$ cat src/rtl/sqr_pkg.sv
package sqr_pkg;
  // Kind of round about to happen, from the parity of the current prefix
  typedef enum logic {
    ROUND_EVEN = 1'b0,  // next prefix length even: compare
    ROUND_ODD  = 1'b1   // next prefix length odd: recirculate
  } round_e;
endpackage

$ cat src/rtl/sqr_cell.sv
module sqr_cell #(
  parameter int SYM_W = 8
) (
  input  logic                 clk,
  input  logic                 rst_n,
  input  logic                 clr,
  input  logic                 adv,
  input  sqr_pkg::round_e      rnd,
  input  logic [SYM_W-1:0]     l_top,
  input  logic                 l_top_v,
  input  logic [SYM_W-1:0]     l_bot,
  input  logic                 l_bot_v,
  input  logic [SYM_W:0]       back_in,
  output logic [SYM_W:0]       back_out,
  output logic [SYM_W-1:0]     top_q,
  output logic                 top_v_q,
  output logic [SYM_W-1:0]     bot_q,
  output logic                 bot_v_q
);
  import sqr_pkg::*;

  logic             odd;
  logic [SYM_W-1:0] top_d;
  logic             top_v_d;
  logic             bot_v_d;
  logic             pair_ok;

  // Next-state and return-link logic
  always_comb begin
    odd     = (rnd == ROUND_ODD);
    // top row moves only on even rounds
    top_d   = odd ? top_q   : l_top;
    top_v_d = odd ? top_v_q : l_top_v;
    // a bottom symbol is kept only where its top partner exists
    bot_v_d = l_bot_v & top_v_d;
    pair_ok = top_v_d ? (l_bot_v && (top_d == l_bot)) : 1'b1;
    if (odd) begin
      // first cell with an empty top turns the incoming bottom symbol back
      if (!top_v_q && l_bot_v) back_out = {l_bot, 1'b1};
      else                     back_out = back_in;
    end else begin
      back_out = {back_in[SYM_W:1], pair_ok & back_in[0]};
    end
  end

  // Slot registers
  always_ff @(posedge clk or negedge rst_n) begin
    if (!rst_n) begin
      top_q   <= '0;
      top_v_q <= 1'b0;
      bot_q   <= '0;
      bot_v_q <= 1'b0;
    end else if (clr) begin
      top_v_q <= 1'b0;
      bot_v_q <= 1'b0;
    end else if (adv) begin
      top_q   <= top_d;
      top_v_q <= top_v_d;
      bot_q   <= l_bot;
      bot_v_q <= bot_v_d;
    end
  end
endmodule

$ cat src/rtl/sqr_head.sv
module sqr_head #(
  parameter int SYM_W = 8
) (
  input  logic             clk,
  input  logic             rst_n,
  input  logic             clr,
  input  logic             vld,
  input  logic [SYM_W:0]   back_in,
  output sqr_pkg::round_e  rnd,
  output logic             adv,
  output logic [SYM_W-1:0] pend_q,
  output logic             pend_v_q,
  output logic             match_o,
  output logic             ovf_q
);
  import sqr_pkg::*;

  logic par_q;    // 1: accepted prefix length is odd
  logic match_q;
  logic live;
  logic ovf_hit;

  always_comb begin
    rnd     = par_q ? ROUND_EVEN : ROUND_ODD;
    adv     = vld & ~clr & ~ovf_q;
    live    = (rnd == ROUND_EVEN) & back_in[0];
    // odd round with no empty top anywhere: the array is full
    ovf_hit = adv & (rnd == ROUND_ODD) & ~back_in[0];
    match_o = adv ? live : match_q;
  end

  always_ff @(posedge clk or negedge rst_n) begin
    if (!rst_n) begin
      par_q    <= 1'b0;
      match_q  <= 1'b1;
      ovf_q    <= 1'b0;
      pend_q   <= '0;
      pend_v_q <= 1'b0;
    end else if (clr) begin
      par_q    <= 1'b0;
      match_q  <= 1'b1;
      ovf_q    <= 1'b0;
      pend_v_q <= 1'b0;
    end else if (adv) begin
      par_q   <= ~par_q;
      match_q <= live;
      if (ovf_hit) ovf_q <= 1'b1;
      if (rnd == ROUND_ODD) begin
        pend_q   <= back_in[SYM_W:1];
        pend_v_q <= back_in[0];
      end
    end
  end
endmodule

$ cat src/rtl/sqr_match_top.sv
module sqr_match_top #(
  parameter int N_CELLS = 8,
  parameter int SYM_W   = 8
) (
  input  logic             clk,
  input  logic             rst_n,
  input  logic             clr_i,
  input  logic             sym_valid_i,
  input  logic [SYM_W-1:0] sym_i,
  output logic             match_o,
  output logic             ovf_o
);
  import sqr_pkg::*;

  localparam int LINK_W = SYM_W + 1;

  round_e            rnd;
  logic              adv;
  logic [SYM_W-1:0]  pend;
  logic              pend_v;

  logic [SYM_W-1:0]  top_w   [N_CELLS];
  logic              top_v_w [N_CELLS];
  logic [SYM_W-1:0]  bot_w   [N_CELLS];
  logic              bot_v_w [N_CELLS];
  logic [LINK_W-1:0] back_w  [N_CELLS+1];

  // Far end of the return chain: nothing in odd rounds, a 1 in even rounds
  assign back_w[N_CELLS] = (rnd == ROUND_EVEN) ? {{SYM_W{1'b0}}, 1'b1} : '0;

  sqr_head #(.SYM_W(SYM_W)) u_head (
    .clk      (clk),
    .rst_n    (rst_n),
    .clr      (clr_i),
    .vld      (sym_valid_i),
    .back_in  (back_w[0]),
    .rnd      (rnd),
    .adv      (adv),
    .pend_q   (pend),
    .pend_v_q (pend_v),
    .match_o  (match_o),
    .ovf_q    (ovf_o)
  );

  for (genvar j = 0; j < N_CELLS; j++) begin : g_cell
    logic [SYM_W-1:0] lt, lb;
    logic             ltv, lbv;
    if (j == 0) begin : g_first
      assign lt  = pend;
      assign ltv = pend_v;
      assign lb  = sym_i;
      assign lbv = sym_valid_i;
    end else begin : g_next
      assign lt  = top_w[j-1];
      assign ltv = top_v_w[j-1];
      assign lb  = bot_w[j-1];
      assign lbv = bot_v_w[j-1];
    end
    sqr_cell #(.SYM_W(SYM_W)) u_cell (
      .clk      (clk),
      .rst_n    (rst_n),
      .clr      (clr_i),
      .adv      (adv),
      .rnd      (rnd),
      .l_top    (lt),
      .l_top_v  (ltv),
      .l_bot    (lb),
      .l_bot_v  (lbv),
      .back_in  (back_w[j+1]),
      .back_out (back_w[j]),
      .top_q    (top_w[j]),
      .top_v_q  (top_v_w[j]),
      .bot_q    (bot_w[j]),
      .bot_v_q  (bot_v_w[j])
    );
  end

  // Last cell's forward outputs have no neighbour
  logic tail_unused;
  assign tail_unused = ^{top_w[N_CELLS-1], top_v_w[N_CELLS-1],
                         bot_w[N_CELLS-1], bot_v_w[N_CELLS-1]};
endmodule

$ cat config.mk
export PLATFORM = sky130hd
export DESIGN_NAME = sqr_match_top
export DESIGN_NICKNAME = d
export VERILOG_FILES = /design/src/rtl/sqr_pkg.sv /design/src/rtl/sqr_cell.sv /design/src/rtl/sqr_head.sv /design/src/rtl/sqr_match_top.sv
export SDC_FILE = /design/constraint.sdc
export NUM_CORES = 1
export LEC_CHECK = 0
export BUFFER_PORTS_ARGS = -buffer_cell sky130_fd_sc_hd__buf_4
export CAP_MARGIN = 20
export CORE_UTILIZATION = 48
export CTS_BUF_LIST = sky130_fd_sc_hd__clkbuf_16
export DETAILED_ROUTE_END_ITERATION = 8
export HOLD_SLACK_MARGIN = 0.02
export PLACE_DENSITY_LB_ADDON = 0.08
export SYNTH_ARGS = -nofsm -noshare
export SYNTH_HDL_FRONTEND = slang
export SYNTH_SLANG_ARGS = --single-unit
$ cat constraint.sdc
create_clock -name clk -period 2.8 [get_ports clk]
set_input_delay 0.14 -clock clk [delete_from_list [all_inputs] [get_ports clk]]
set_output_delay 0.14 -clock clk [all_outputs]
set_load 0.01 [all_outputs]
==> key figures, run 1 <==
Status
  – Status: finished, violations left
  – Violated checks: setup timing

Synthesis
  – Number of synthesized flops with an enable pin: 0
  – Synth Instances: 640
  – Ys async rst share: between 90% and 100%
  – Post-synthesis register bit count: 147
  – Syn Std Cell Area: between 7000 and 8000 um2
  – Register area share after synthesis: 48.5%
  – Leading area contributor after synthesis: dfrtp_1
  – Top cell type's share of synthesized area: just under 50%
  – Synth warn: 0
  – Syn avg cell area: 11.9 um2
  – Syn Nets: 652
  – Area contributors post-synth: dfrtp_1 (48%), mux2_2 (18%), mux2i_1 (9.0%), xnor2_1 (5.8%), nand2_1 (2.2%)
  – Yosys cell types: 36
  – Most common flop cell mapped by yosys: dfrtp_1

Timing
  – Worst rel slew slack: 46.9%
  – Final worst slack: -0.0824 ns
  – Unrepaired setup endpoints after global routing: true
  – Clock Skews: around 0.010 ns
  – F_max: 347 MHz
  – Setup TNS: -0.0824 ns
  – Worst slew pin tran: 0.797 ns
  – Hold Violations, Final: 0
  – Period Utilization, post-route: 103%
  – Period minus WS final: ~2.9 ns
  – Final setup viols: 1
  – Max Slew Vio Count: 0

Pwr
  – Clock Power Share: 27.2%
  – Combinational power share: 28.1%
  – Net Sw Frac: a little over a third
  – Pint: around 5.3 mW
  – Sequential Power Share: between 40% and 50%
  – Pleak: 3.67 nW
  – P_sw: 2.82 mW
  – Maximum vdd drop: 558 uV
  – Cell Pwr Density: about 900 nW/um2

Final layout
  – Area Growth Syn to Fin: 17.8%
  – Post-route design area: 8950 um2
  – Most frequent cells in the layout: dfrtp_1 (145), mux2_2 (124), mux2i_1 (61)
  – Layout fillers: 1,305
  – Register area: 3680 um2
  – Fin cells: 895
  – Area of the multi-input gates: 3890 um2
  – Commonest non-fill, non-tap cell in the layout: dfrtp_1
  – Layout cells sized above 1: about a third
  – Antenna Cells: 0
  – NumNets Final: 683

Placed design
  – Inst Count DP: 850
  – Buffers on Ports: 13
  – Detailed placer's ending HPWL: about 13 mm
  – Routability cong.: just over 0.8
  – Setup WS pre-CTS: 0.105 ns
  – Placed instance area: 8070 um2

Worst setup path
  – Cell Chain, Critical Path: buf_12 > mux2i_1 > xnor2_1 > nor4_2 > buf_4 > nand4_1 > a221oi_2 > a31o_1 > buf_4
  – WS Path Type: flop to output pin
  – Type of origin of the critical path: flop
  – Slowest cell on the critical path: dfrtp_4
  – Crit-path max cell delay: 0.53 ns
  – CP arrival: 2.74 ns
  – Crit end category: output pin
  – Most used cell, CP: buf_4
  – Largest fanout on the critical path: 7
  – Worst path required time: 2.66 ns

GRT
  – Initial antenna violation count: 0
  – Largest net degree at the start of global routing: 82
  – GRT Total Usage: 24.1%
  – GR Overflow Total: 0
  – Vias in the first global route: 5,280
  – First-pass GRT wire length: between 20 and 30 mm

Detailed routing
  – M1 WL: 8.72 mm
  – Remaining DRCs: 0
  – Metal3 WL: ~900 um
  – Initial DRC Count: 406
  – Routed wl met2: 8.69 mm
  – Vias: 5,158
  – Total wire length: 18.4 mm
  – Max layer used: met4
  – Routed via count divided by cell count: 5.76
  – First drt pass iteration count: 5
  – Final ANT Viol Nets: 0
  – Routed WL per cell: 20.6 um

Floorplan
  – Core area: between 15,000 and 20,000 um2
  – Initial Util: just under 50%
  – IO Pins: 14
  – Total Die Area: 16,300 um2
  – Die Y-Extent: about 130 um
  – Die X: ~130 um
  – Row cnt: 45

Clocking
  – Worst-path clk slew: 0.06 ns
  – CTS buffer count: 17
  – Clk buf depth: 2
  – CTS tree: built
  – Worst skew pair latency: 0.43 ns
  – CTS Sinks: 147
  – CTS root buffer: clkbuf_16
  – CTS H-tree depth: 4

Run
  – Max-cap violation count: 0

Worst hold path
  – HP Class: primary input to flop
layout make-up:
class                           instances  share of cell area (%)
Timing Repair Buffer                   51                    6.01
Tap cell                              211                    2.95
Clock inverter                         15                    1.62
Sequential cell                       147                    41.2
Inverter                                1                  0.0419
Clock buffer                           17                    4.75
Multi-Input combinational cell        453                    43.5
power by group through the flow:
stage                     clock [mW]  sequential (mW)  combinational [mW]
after floorplan                    0             3.31                1.63
after global placement             0             3.63                2.00
after detailed placement           0             3.65                2.05
after CTS                       2.26             3.59                2.18
after global routing            2.35             3.72                2.48
final                           2.21             3.63                2.28
sequential cells by signal (all words and copies together), names as in the netlist:
register,count
g_cell.u_cell.top_q,64
g_cell.u_cell.bot_q,56
g_cell.u_cell.top_v_q,8
u_head.pend_q,8
g_cell.u_cell.bot_v_q,7
u_head.match_q,1
u_head.ovf_q,1
u_head.par_q,1
u_head.pend_v_q,1
logic make-up (layout without fill, tap and decap cells):
kind of cell / Yosys count / count (layout) / share of synthesized area (%)
mux: 192 / 192 / 27.3
flops: 147 / 147 / 48.5
simple gates: 137 / 137 / 8.30
xor+xnor: 65 / 65 / 7.50
compound gates: 59 / 59 / 5.83
buf+inv: 40 / 84 / 2.57
cells in the mapped netlist, drive strengths merged (7+ instances only):
master and number:
a21oi 8, a221oi 9, and3 7, buf 23, clkbuf 16, dfrtp 146, mux2 124, mux2i 68
nand2 44, nand2b 7, nand3 7, nor2 40, nor2b 7, nor3 12, nor4 8, o211ai 8
o21ai 8, o311ai 8, xnor2 50, xor2 15
metal layers:
metal | up-vias | track usage (%)
li1 | 2369 | -
met5 | - | 0
met3 | 10 | 5.59
met4 | 0 | 6.57
met1 | 2677 | 34.4
met2 | 102 | 36.8
metrics by stage:
| stage | hold slack (ns) | util (%) | total power [mW] |
|---|---|---|---|
| 2_1_floorplan | -0.156 | - | 4.94 |
| 3_3_place_gp | 0.234 | 52.7 | 5.64 |
| 3_5_place_dp | 0.243 | 52.7 | 5.70 |
| 4_1_cts | 0.0390 | 57.7 | 8.04 |
| 5_1_grt | 0.0589 | 58.4 | 8.54 |
| 6_report | 0.0472 | 58.4 | 8.12 |
worst max-delay path: cells and delay by family, from the launching register on:
kind / cells / cell delay [ns]
AOI/OAI and AO/OA: 2 / 0.48
xor gates and xnor gates: 1 / 0.14
buffers and inverters: 3 / 0.47
DFF: 1 / 0.53
muxes: 1 / 0.12
and+or+nand+nor: 2 / 0.55
final timing paths:
path,slack [ns],depth (start not counted),startpoint,end
hold reg to reg,0.51,1,g_cell[7].u_cell.top_q[7]$_DFFE_PN0P_,g_cell[7].u_cell.top_q[7]$_DFFE_PN0P_
min in group asynchronous,0.31,2,rst_n,g_cell[1].u_cell.top_q[6]$_DFFE_PN0P_
max in group asynchronous,1.68,3,rst_n,g_cell[5].u_cell.top_q[0]$_DFFE_PN0P_
setup reg to reg,0.45,9,u_head.par_q$_DFFE_PN0P_,u_head.match_q$_DFF_PN1_
hold / removal,0.05,2,clr_i,g_cell[4].u_cell.bot_v_q$_DFFE_PN0P_
setup / recovery,-0.08,9,u_head.par_q$_DFFE_PN0P_,match_o
repair_timing:
action	in CTS	in global routing
endpoints found under the hold margin	86	0
setup buffers	5	0
hold buffers	9	0
resized for setup	8	22
pin swaps	7	12
endpoints found under the setup margin	1	1
Power figures use the tool's default switching activity.
==> run 2, diff against run 1 <==
Settings changed: BUFFER_PORTS_ARGS -buffer_cell sky130_fd_sc_hd__buf_4 to -buffer_cell sky130_fd_sc_hd__buf_2.
==> run 2 against run 1 <==
The run still ends with setup timing left. Combinational power is 7% lower. Register-to-register slack worse by 0.07 ns. Critical path depth stayed put. Utilization is 1.4 points lower. Final cell count is 0.22% lower. Die area stayed put. Critical endpoint unchanged. Clock power is 4% lower. Largest power group unchanged. Clock skew is 0.0027 ns lower. Maximum frequency is 2.2% lower. Critical path type unchanged.
==> key figures, run 2 (synthesized netlist as in run 1, its figures left out) <==
Status
  – Status: finished, violations left (unchanged)
  – Violated checks: setup timing (unchanged)

GRT
  – Vias in the first global route: 5,126 (was 5,280)
  – Largest net degree at the start of global routing: 69 (was 82)
  – GRT Total Usage: 23.9% (was 24.1%)
  – Initial antenna violation count: 0 (unchanged)
  – GR Overflow Total: 0 (unchanged)
  – First-pass GRT wire length: 29.4 mm (was 29.6 mm)

Final layout
  – Layout cells sized above 1: 30.4% (was 32.9%)
  – Fin cells: 893 (was 895)
  – Area Growth Syn to Fin: 15.1% (was 17.8%)
  – Util after Layout: 57.1% (was 58.4%)
  – NumNets Final: 683 (unchanged)
  – Top Registers: g_cell.u_cell.top_q x64, g_cell.u_cell.bot_q x56 (unchanged)
  – Antenna Cells: 0 (unchanged)
  – Commonest non-fill, non-tap cell in the layout: dfrtp_1 (unchanged)
  – Max reg flops: 64 (unchanged)
  – Most frequent cells in the layout: dfrtp_1 (145), mux2_2 (124), mux2i_1 (67) (was dfrtp_1 (145), mux2_2 (124), mux2i_1 (61))
  – Largest Register: g_cell.u_cell.top_q (unchanged)
  – Post-route design area: 8740 um2 (was 8950 um2)
  – Layout fillers: 1,317 (was 1,305)

Detailed routing
  – Initial DRC Count: 279 (was 406)
  – Total wire length: 18.0 mm (was 18.4 mm)
  – Remaining DRCs: 0 (unchanged)
  – M1 WL: 9.08 mm (was 8.72 mm)
  – First drt pass iteration count: 4 (was 5)
  – Final ANT Viol Nets: 0 (unchanged)
  – Metal3 WL: 627 um (was 889 um)
  – Max layer used: met4 (unchanged)
  – Vias: 5,134 (was 5,158)
  – Routed wl met2: 8.14 mm (was 8.69 mm)
  – Routed via count divided by cell count: 5.75 (was 5.76)
  – Routed WL per cell: 20.2 um (was 20.6 um)

Worst setup path
  – Type of origin of the critical path: flop (unchanged)
  – CP arrival: 2.81 ns (was 2.74 ns)
  – Cell Chain, Critical Path: buf_4 > buf_12 > mux2i_1 > xnor2_1 > nor4_1 > nand4_1 > a2111oi_2 > a31o_1 > buf_2 (was buf_12 > mux2i_1 > xnor2_1 > nor4_2 > buf_4 > nand4_1 > a221oi_2 > a31o_1 > buf_4)
  – Slowest cell on the critical path: dfrtp_4 (unchanged)
  – Crit end category: output pin (unchanged)
  – Crit-path max cell delay: 0.51 ns (was 0.53 ns)
  – WS Path Type: flop to output pin (unchanged)
  – FF-to-FF path depth: 9 (unchanged)
  – Worst path required time: 2.66 ns (about the same)
  – Largest fanout on the critical path: 16 (was 7)

Timing
  – Unrepaired setup endpoints after global routing: true (unchanged)
  – Hold Violations, Final: 0 (unchanged)
  – Worst slew pin tran: 0.747 ns (was 0.797 ns)
  – Clock Skews: 0.00728 ns (was 0.0100 ns)
  – Max Slew Vio Count: 0 (unchanged)
  – Final worst slack: -0.148 ns (was -0.0824 ns)
  – Period Utilization, post-route: 105% (was 103%)
  – Hold slack: 0.141 ns (was 0.0472 ns)
  – Period minus WS final: 2.95 ns (was 2.88 ns)
  – F_max: 339 MHz (was 347 MHz)
  – Setup TNS: -0.148 ns (was -0.0824 ns)
  – Worst rel slew slack: 50.2% (was 46.9%)
  – Final setup viols: 1 (unchanged)

Placed design
  – Setup WS pre-CTS: 0.149 ns (was 0.105 ns)
  – Routability cong.: 0.804 (was 0.829)
  – Placed instance area: 8000 um2 (was 8070 um2)
  – Buffers on Ports: 13 (unchanged)
  – Detailed placer's ending HPWL: 12.7 mm (about the same)
  – Inst Count DP: 850 (unchanged)

Clocking
  – Worst-path clk slew: 0.06 ns (about the same)
  – CTS tree: built (unchanged)
  – Worst skew pair latency: 0.42 ns (was 0.43 ns)
  – CTS buffer count: 17 (unchanged)
  – Clk buf depth: 2 (unchanged)
  – CTS Sinks: 147 (unchanged)
  – CTS root buffer: clkbuf_16 (unchanged)
  – CTS H-tree depth: 4 (unchanged)

Pwr
  – Pleak: 3.61 nW (was 3.67 nW)
  – Sequential Power Share: 46.2% (was 44.7%)
  – Combinational power share: 26.7% (was 28.1%)
  – Pint: 5.27 mW (was 5.30 mW)
  – Maximum vdd drop: 559 uV (was 558 uV)
  – P_sw: 2.61 mW (was 2.82 mW)
  – Clock Power Share: 27.0% (was 27.2%)
  – Final Total Pwr: 7.89 mW (was 8.12 mW)
  – Cell Pwr Density: 902 nW/um2 (was 907 nW/um2)
  – Net Sw Frac: 33.1% (was 34.7%)

Run
  – Max-cap violation count: 0 (unchanged)

Floorplan
  – Initial Util: 49.6% (unchanged)
  – Row cnt: 45 (unchanged)
  – Die X: 128 um (unchanged)
  – IO Pins: 14 (unchanged)
  – Die Y-Extent: 128 um (unchanged)
  – Core area: 15,300 um2 (unchanged)
  – Total Die Area: 16,300 um2 (unchanged)

Worst hold path
  – WHS Path Cells: 2 (unchanged)
  – HP Class: primary input to flop (unchanged)
## run 2: area by class of cell
type / count / area, um2 / area share (%)
multi-input cells: 453 / 3770 / 43.2
clock inverters: 13 / 120 / 1.37
repair buffers: 51 / 467 / 5.34
flip-flops and latches: 147 / 3680 / 42.2
well taps: 211 / 264 / 3.02
inverters: 1 / 3.75 / 0.0430
clock buffers: 17 / 425 / 4.87
## run 2: per-layer routing
layer,global-route usage [%],vias to the layer above
li1,-,2359
met1,36.0,2670
met2,34.9,89
met3,5.13,16
met4,6.23,0
met5,0,-
## run 2: power by group through the flow
stage	clock network, mW	registers, mW	logic, mW
global route	2.28	3.75	2.29
floorplan	0	3.31	1.63
global placement	0	3.67	1.96
detailed placement	0	3.67	2.01
CTS	2.18	3.63	2.11
finish	2.13	3.65	2.11
## run 2: repair_timing
action                     in CTS  in global routing
hold buffers                    9                  0
setup buffers                   4                  0
hold endpoints to repair       44                  0
pin swaps                       2                  0
setup endpoints to repair       1                  1
gates resized for setup         6                  2
## run 2: path summary, 6_finish.rpt
kind / startpoint / to / slack (ns)
setup / recovery: u_head.par_q$_DFFE_PN0P_ / match_o / -0.15
hold / removal: clr_i / u_head.ovf_q$_DFFE_PN0P_ / 0.14
setup reg to reg: u_head.par_q$_DFFE_PN0P_ / u_head.match_q$_DFF_PN1_ / 0.38
hold reg to reg: g_cell[7].u_cell.top_q[0]$_DFFE_PN0P_ / g_cell[7].u_cell.top_q[0]$_DFFE_PN0P_ / 0.51
max in group asynchronous: rst_n / g_cell[1].u_cell.bot_q[0]$_DFFE_PN0P_ / 1.73
min in group asynchronous: rst_n / g_cell[1].u_cell.top_q[6]$_DFFE_PN0P_ / 0.20
## run 2: worst max-delay path, delay by kind of cell (launching register included)
| kind | cells | cell delay [ns] |
|---|---|---|
| XOR/XNOR | 1 | 0.16 |
| buffers and inverters | 3 | 0.49 |
| AND/OR/NAND/NOR | 2 | 0.47 |
| AO/OA/AOI/OAI | 2 | 0.63 |
| multiplexers | 1 | 0.13 |
| flip-flops | 1 | 0.51 |
